--- src/rtl/wfs_pkg.sv ---
package wfs_pkg;
  localparam int WORD_W     = 24;
  localparam int HOLD_CNT_W = 7;
  localparam int BANK_W     = 4;
  localparam int PAT_W      = 12;
  localparam int HOLD_MAX   = (1 << HOLD_CNT_W) - 1;

  localparam logic [BANK_W-1:0] BANK_VIDEO = 4'd0;
  localparam logic [BANK_W-1:0] BANK_LOWER = 4'd2;
  localparam logic [BANK_W-1:0] BANK_UPPER = 4'd3;
  localparam logic [WORD_W-1:0] XMIT_WORD  = 24'h00F041;

  localparam int VIDEO_W = 7;
  localparam int LOWER_W = 6;
  localparam int UPPER_W = 5;

  typedef struct packed {
    logic                  long_rng;
    logic [HOLD_CNT_W-1:0] count;
    logic [BANK_W-1:0]     bank;
    logic [PAT_W-1:0]      pattern;
  } state_word_t;

  // Cycles a state stays in force; never less than one.
  function automatic int unsigned hold_cycles(input state_word_t w,
                                              input int unsigned short_ticks,
                                              input int unsigned long_ratio);
    int unsigned unit;
    int unsigned h;
    unit = w.long_rng ? short_ticks * long_ratio : short_ticks;
    h = 32'(w.count) * unit;
    return (h == 0) ? 1 : h;
  endfunction
endpackage

--- src/rtl/wfs_table_mem.sv ---
module wfs_table_mem #(
  parameter int ADDR_W = 6,
  parameter int WORD_W = 24
) (
  input  logic              clk,
  input  logic              wr_en,
  input  logic [ADDR_W-1:0] wr_addr,
  input  logic [WORD_W-1:0] wr_data,
  input  logic [ADDR_W-1:0] rd_addr,
  output logic [WORD_W-1:0] rd_data
);
  localparam int DEPTH = 1 << ADDR_W;

  logic [WORD_W-1:0] cells [DEPTH];

  always_ff @(posedge clk) begin
    if (wr_en) cells[wr_addr] <= wr_data;
  end

  assign rd_data = cells[rd_addr];
endmodule

--- src/rtl/wfs_bank_regs.sv ---
module wfs_bank_regs
  import wfs_pkg::*;
(
  input  logic               clk,
  input  logic               rst_n,
  input  logic               apply,
  input  state_word_t        word,
  output logic [VIDEO_W-1:0] video_sw,
  output logic [LOWER_W-1:0] lower_sw,
  output logic [UPPER_W-1:0] upper_sw,
  output logic               adc_xmit
);
  logic is_xmit;
  assign is_xmit = (word == state_word_t'(XMIT_WORD));

  logic [2:0] bank_hit;
  localparam logic [BANK_W-1:0] BANK_ID [3] = '{BANK_VIDEO, BANK_LOWER, BANK_UPPER};

  for (genvar g = 0; g < 3; g++) begin : g_hit
    assign bank_hit[g] = apply && !is_xmit && (word.bank == BANK_ID[g]);
  end

  always_ff @(posedge clk) begin
    if (!rst_n) begin
      video_sw <= '0;
      lower_sw <= '0;
      upper_sw <= '0;
      adc_xmit <= 1'b0;
    end else begin
      adc_xmit <= apply && is_xmit;
      if (bank_hit[0]) video_sw <= word.pattern[VIDEO_W-1:0];
      if (bank_hit[1]) lower_sw <= word.pattern[LOWER_W-1:0];
      if (bank_hit[2]) upper_sw <= word.pattern[UPPER_W-1:0];
    end
  end
endmodule

--- src/rtl/wfs_seq_ctrl.sv ---
module wfs_seq_ctrl
  import wfs_pkg::*;
#(
  parameter int ADDR_W      = 6,
  parameter int SHORT_TICKS = 4,
  parameter int LONG_RATIO  = 8
) (
  input  logic              clk,
  input  logic              rst_n,
  input  logic              start,
  input  logic [ADDR_W-1:0] start_addr,
  input  logic [WORD_W-1:0] rd_data,
  output logic [ADDR_W-1:0] rd_addr,
  output logic              apply_evt,
  output logic              done,
  output logic              busy
);
  localparam int MAX_HOLD = HOLD_MAX * SHORT_TICKS * LONG_RATIO;
  localparam int CNT_W    = $clog2(MAX_HOLD + 1);
  localparam int LEN_W    = ADDR_W + 1;

  typedef enum logic [1:0] {S_IDLE, S_LEN, S_RUN} seq_state_t;

  seq_state_t        state;
  logic [ADDR_W-1:0] ptr;
  logic [LEN_W-1:0]  remain;
  logic [CNT_W-1:0]  cnt;
  logic [CNT_W-1:0]  hold_len;
  logic              step;
  logic              finish;

  assign hold_len  = CNT_W'(hold_cycles(state_word_t'(rd_data),
                                        SHORT_TICKS, LONG_RATIO));
  assign step      = (state == S_RUN) && (cnt == '0);
  assign apply_evt = step && (remain != '0);
  assign finish    = step && (remain == '0);
  assign busy      = (state != S_IDLE);
  assign rd_addr   = ptr;

  always_ff @(posedge clk) begin
    if (!rst_n) begin
      state  <= S_IDLE;
      ptr    <= '0;
      remain <= '0;
      cnt    <= '0;
      done   <= 1'b0;
    end else begin
      done <= finish;
      case (state)
        S_IDLE: begin
          if (start) begin
            ptr   <= start_addr;
            state <= S_LEN;
          end
        end
        S_LEN: begin
          remain <= rd_data[LEN_W-1:0];
          ptr    <= ptr + 1'b1;
          cnt    <= '0;
          state  <= S_RUN;
        end
        S_RUN: begin
          if (finish) begin
            state <= S_IDLE;
          end else if (apply_evt) begin
            cnt    <= hold_len - 1'b1;
            ptr    <= ptr + 1'b1;
            remain <= remain - 1'b1;
          end else begin
            cnt <= cnt - 1'b1;
          end
        end
        default: state <= S_IDLE;
      endcase
    end
  end
endmodule

--- src/rtl/wfs_sequencer.sv ---
module wfs_sequencer
  import wfs_pkg::*;
#(
  parameter int ADDR_W      = 6,
  parameter int SHORT_TICKS = 4,
  parameter int LONG_RATIO  = 8
) (
  input  logic               clk,
  input  logic               rst_n,
  input  logic               wr_en,
  input  logic [ADDR_W-1:0]  wr_addr,
  input  logic [23:0]        wr_data,
  input  logic               start,
  input  logic [ADDR_W-1:0]  start_addr,
  output logic [6:0]         video_sw,
  output logic [5:0]         lower_sw,
  output logic [4:0]         upper_sw,
  output logic               adc_xmit,
  output logic               done,
  output logic               busy
);
  logic [ADDR_W-1:0] rd_addr;
  logic [WORD_W-1:0] rd_data;
  logic              apply_evt;

  wfs_table_mem #(.ADDR_W(ADDR_W), .WORD_W(WORD_W)) u_mem (
    .clk     (clk),
    .wr_en   (wr_en),
    .wr_addr (wr_addr),
    .wr_data (wr_data),
    .rd_addr (rd_addr),
    .rd_data (rd_data)
  );

  wfs_seq_ctrl #(
    .ADDR_W      (ADDR_W),
    .SHORT_TICKS (SHORT_TICKS),
    .LONG_RATIO  (LONG_RATIO)
  ) u_ctrl (
    .clk        (clk),
    .rst_n      (rst_n),
    .start      (start),
    .start_addr (start_addr),
    .rd_data    (rd_data),
    .rd_addr    (rd_addr),
    .apply_evt  (apply_evt),
    .done       (done),
    .busy       (busy)
  );

  wfs_bank_regs u_banks (
    .clk      (clk),
    .rst_n    (rst_n),
    .apply    (apply_evt),
    .word     (state_word_t'(rd_data)),
    .video_sw (video_sw),
    .lower_sw (lower_sw),
    .upper_sw (upper_sw),
    .adc_xmit (adc_xmit)
  );
endmodule

--- config.mk ---
export PLATFORM = sky130hd
export DESIGN_NAME = wfs_sequencer
export DESIGN_NICKNAME = d
export VERILOG_FILES = /design/src/rtl/wfs_pkg.sv /design/src/rtl/wfs_table_mem.sv /design/src/rtl/wfs_bank_regs.sv /design/src/rtl/wfs_seq_ctrl.sv /design/src/rtl/wfs_sequencer.sv
export SDC_FILE = /design/constraint.sdc
export NUM_CORES = 1
export LEC_CHECK = 0
export ABC_AREA = 0
export BUFFER_PORTS_ARGS = -buffer_cell sky130_fd_sc_hd__buf_2
export CORE_ASPECT_RATIO = 0.7
export CORE_MARGIN = 4
export CORE_UTILIZATION = 45
export CTS_BUF_LIST = sky130_fd_sc_hd__clkbuf_8
export DETAILED_ROUTE_END_ITERATION = 10
export SYNTH_ARGS = -nofsm -noshare
export SYNTH_HDL_FRONTEND = slang
export SYNTH_SLANG_ARGS = --single-unit
--- constraint.sdc ---
create_clock -name clk -period 8.4 [get_ports clk]
set_input_delay 1.68 -clock clk [delete_from_list [all_inputs] [get_ports clk]]
set_output_delay 1.68 -clock clk [all_outputs]
set_load 0.03 [all_outputs]
==> metrics.cfg <==
[setup_path]
ff2ff_path_depth=21
critical_path.top_delay_family=multiplexers
worst_setup_path_start_kind=register
cp_class=reg -> reg
worst-path-max-fanout=32
critical_path.endpoint_type=register
worst_path_max_delay_cell=dfxtp_4
logic_depth_of_the_worst_setup_path_including_buffers=21
path_cells=buf_4, mux4_2, mux4_2, mux4_2, and2_1, ha_1, ha_1, fa_1, xor2_1, nor3_1, nand2_1, nor3b_1, nand2_1, o21ai_2, a21oi_1, ha_1, nand2_1, or2_1, and3b_1, o211a_1, o21a_1
cp_data_required_time_ns=9.20
cpPeakStageDelay_ns=0.80
cp.buffers_inverters=1
cp.arrival_ns=7.64

[detailed_routing]
drtIter0Drc=3688
dr.max_layer_used=met5
routed-via-count=30300
drt_drc_violations_left=0
route.met3.wl_mm=14.9
route.layer.met1.wl_mm=65.8
amount_of_wire_on_met2_after_detailed_routing_mm=69.5
totalWireLength_mm=154
viasPerCell=6.09
antenna_violating_nets_post_route=0
detail_route.wl_per_cell_microns=31.0
first_pass_iters=6

[yosys]
yosysTopAreaCellShare_pct=76.0
ys_top_cells_by_area=edfxtp_1, mux4_2, dfxtp_1
syn_inst=2774
yosys.cell_types.count=78
netlist_area_sq_um=60700
postSynth.asyncResetShare_pct=0
synth_sequential_area_ratio_pct=77.7
synth_top_flop_cell=edfxtp_1
ys_ff_latch=1589
synth-edff-count=1536
syn-num-nets=2834
post-synth-top-area-cell=edfxtp_1
synth_area_per_cell_sq_um=21.9
synth-warning-count=0

[timing]
fin_skew_ns=0.0361
finalHoldViolCount=0
part_of_the_cycle_the_worst_path_needs_pct=81.3
timing.setup.tns_ns=0
clock.fmax_mhz=146
hold-worst-slack_ns=0.486
finalWorstPathRequiredPeriod_ns=6.83
maxSlewViolCount=0
timing.final.setup_violations=0
max_slew_margin_pct=10.8
tightest_slew_ns=1.34
grt_setup_unrepaired=false

[power_and_ir_drop]
leakagePower_nw=21.0
total_power_mw=19.0
powerDensity_nw_per_um2=280
vdd_drop_max_v=0.000210

[placed_design]
port_buffers=60
finalWeightedCongestion=0.832
hpwlAfterDp_mm=87.2

[clock_network]
tritoncts_num_sinks=1589
path_clk_slew_ns=0.07
cts.root.buffer_cell=clkbuf_8
cts_hold_repair.buffers=0
cts_resized=0
post-cts-setup-buffers=0
tritoncts.num_buffers=223
clock_path_buffers=3
clock_latency_ns=0.93
clock_tree_from_tritoncts=done
h_tree_levels=4

[floorplan]
fp.coreArea_sq_um=134000
io-pin-count=61
std_cell_rows=112
starting_density_of_the_core_pct=45.4
die_w_microns=447
die_h_microns=315
design.die.area_sq_um=141000

[global_route]
grt_util_all_layers_pct=22.0
grt_antenna_before_repair=11
vias_in_the_first_global_route=30200
largest_net_degree_at_the_start_of_global_routing=109
grt_pass1_wl_mm=220
grt_overflow_total=0

[final_layout]
layout.nets=3081
relative_area_change_from_synthesis_to_final_layout_pct=11.7
fraction_of_layout_instances_using_a_drive_strength_above_1_pct=28.2

[flow_run]
timing.max_cap.violations=0

[min_path]
timing.hold.worst.class=reg -> reg
worst_hold_path.num_cells=2

[status]
run_status=completed

-- where the power goes --
group / switching (mW) / total (mW) / internal, mW
clock network: 2.91 / 5.80 / 2.89
registers: 0.182 / 8.98 / 8.79
logic: 2.38 / 4.22 / 1.83
-- metrics by stage --
stage / std cells / utilization (%) / area, sq um / worst slack, ns
3_5_place_dp: 4563 / 47.6 / 63600 / 1.62
4_1_cts: 4970 / 50.7 / 67800 / 1.60
2_1_floorplan: 2774 / - / 60700 / 2.19
3_3_place_gp: 4563 / 47.6 / 63600 / 1.67
5_1_grt: 4972 / 50.7 / 67800 / 1.19
6_report: 4974 / 50.7 / 67800 / 1.57
-- kinds of logic (layout without fill, tap and decap cells) --
family | count (synthesis) | in the layout | share of synthesized area (%)
muxes | 465 | 465 | 15.4
AOI/OAI and AO/OA | 185 | 185 | 2.04
DFF | 1589 | 1589 | 77.7
xor gates and xnor gates | 4 | 4 | 0.0577
buffers and inverters | 143 | 572 | 1.24
adders and majority gates | 20 | 20 | 0.425
and+or+nand+nor | 367 | 367 | 3.05
other | 1 | 5 | 0.00618
-- worst min-delay path, cell delays in order, from the launching register on --
cell	delay, ns
dfxtp_1	0.32
nand2_1	0.05
o21ai_0	0.06
-- final timing paths --
kind,from,slack (ns),end
setup / recovery,register,1.57,u_ctrl.cnt[6]$_SDFFE_PN0P_
setup reg to reg,register,1.57,u_ctrl.cnt[6]$_SDFFE_PN0P_
hold reg to reg,u_ctrl.cnt[3]$_SDFFE_PN0P_,0.49,u_ctrl.cnt[3]$_SDFFE_PN0P_
hold / removal,u_ctrl.cnt[3]$_SDFFE_PN0P_,0.49,u_ctrl.cnt[3]$_SDFFE_PN0P_
-- routing by layer --
metal | track usage (%) | vias to the layer above
met5 | 0 | -
met4 | 7.19 | 2
met3 | 4.87 | 284
met2 | 32.5 | 1642
met1 | 32.9 | 16100
li1 | - | 12200
-- cells in the mapped netlist (all sizes together) (10+ instances only) --
| cell type | number |
|---|---|
| edfxtp | 1536 |
| mux4 | 376 |
| nor2 | 136 |
| mux2i | 77 |
| buf | 74 |
| a21oi | 63 |
| nor4 | 62 |
| clkbuf | 53 |
| dfxtp | 53 |
| nand2 | 46 |
| a22oi | 34 |
| nor3 | 33 |
| o21ai | 21 |
| nand3 | 20 |
| ha | 19 |
| inv | 14 |
| a211oi | 13 |
| and2 | 12 |
| mux2 | 12 |
| nand2b | 10 |
| nor2b | 10 |
-- area by class of cell --
cell class	count	area (sq um)
fillers	10500	65900
diodes	4	10.0
flip-flops and latches	1589	47200
repair buffers	149	1050
inverters	16	60.1
well taps	1767	2210
clock buffers	231	3180
clock inverters	176	1040
multi-input cells	1042	13100
-- flip-flops by register name, summed over array words and instances (netlist names), named ones only --
signal            flops
u_banks.lower_sw      6
u_banks.adc_xmit      1
u_ctrl.done           1
u_banks.video_sw      7
u_ctrl.state          2
u_banks.upper_sw      5
u_ctrl.rd_addr        6
u_mem.cells        1536
u_ctrl.cnt           12
u_ctrl.remain         7
-- placed cells by master (no fill, tap or decap), drive strengths merged, types with 33 or more instances in the layout --
cell type     n
mux2i        77
nor3         33
a21oi        63
clkbuf      231
clkinv       81
mux4        376
inv          94
nor4         62
edfxtp     1536
nand2        46
a22oi        34
dfxtp        53
buf         149
nor2        136
No activity file was read; power rests on OpenSTA's default activity.
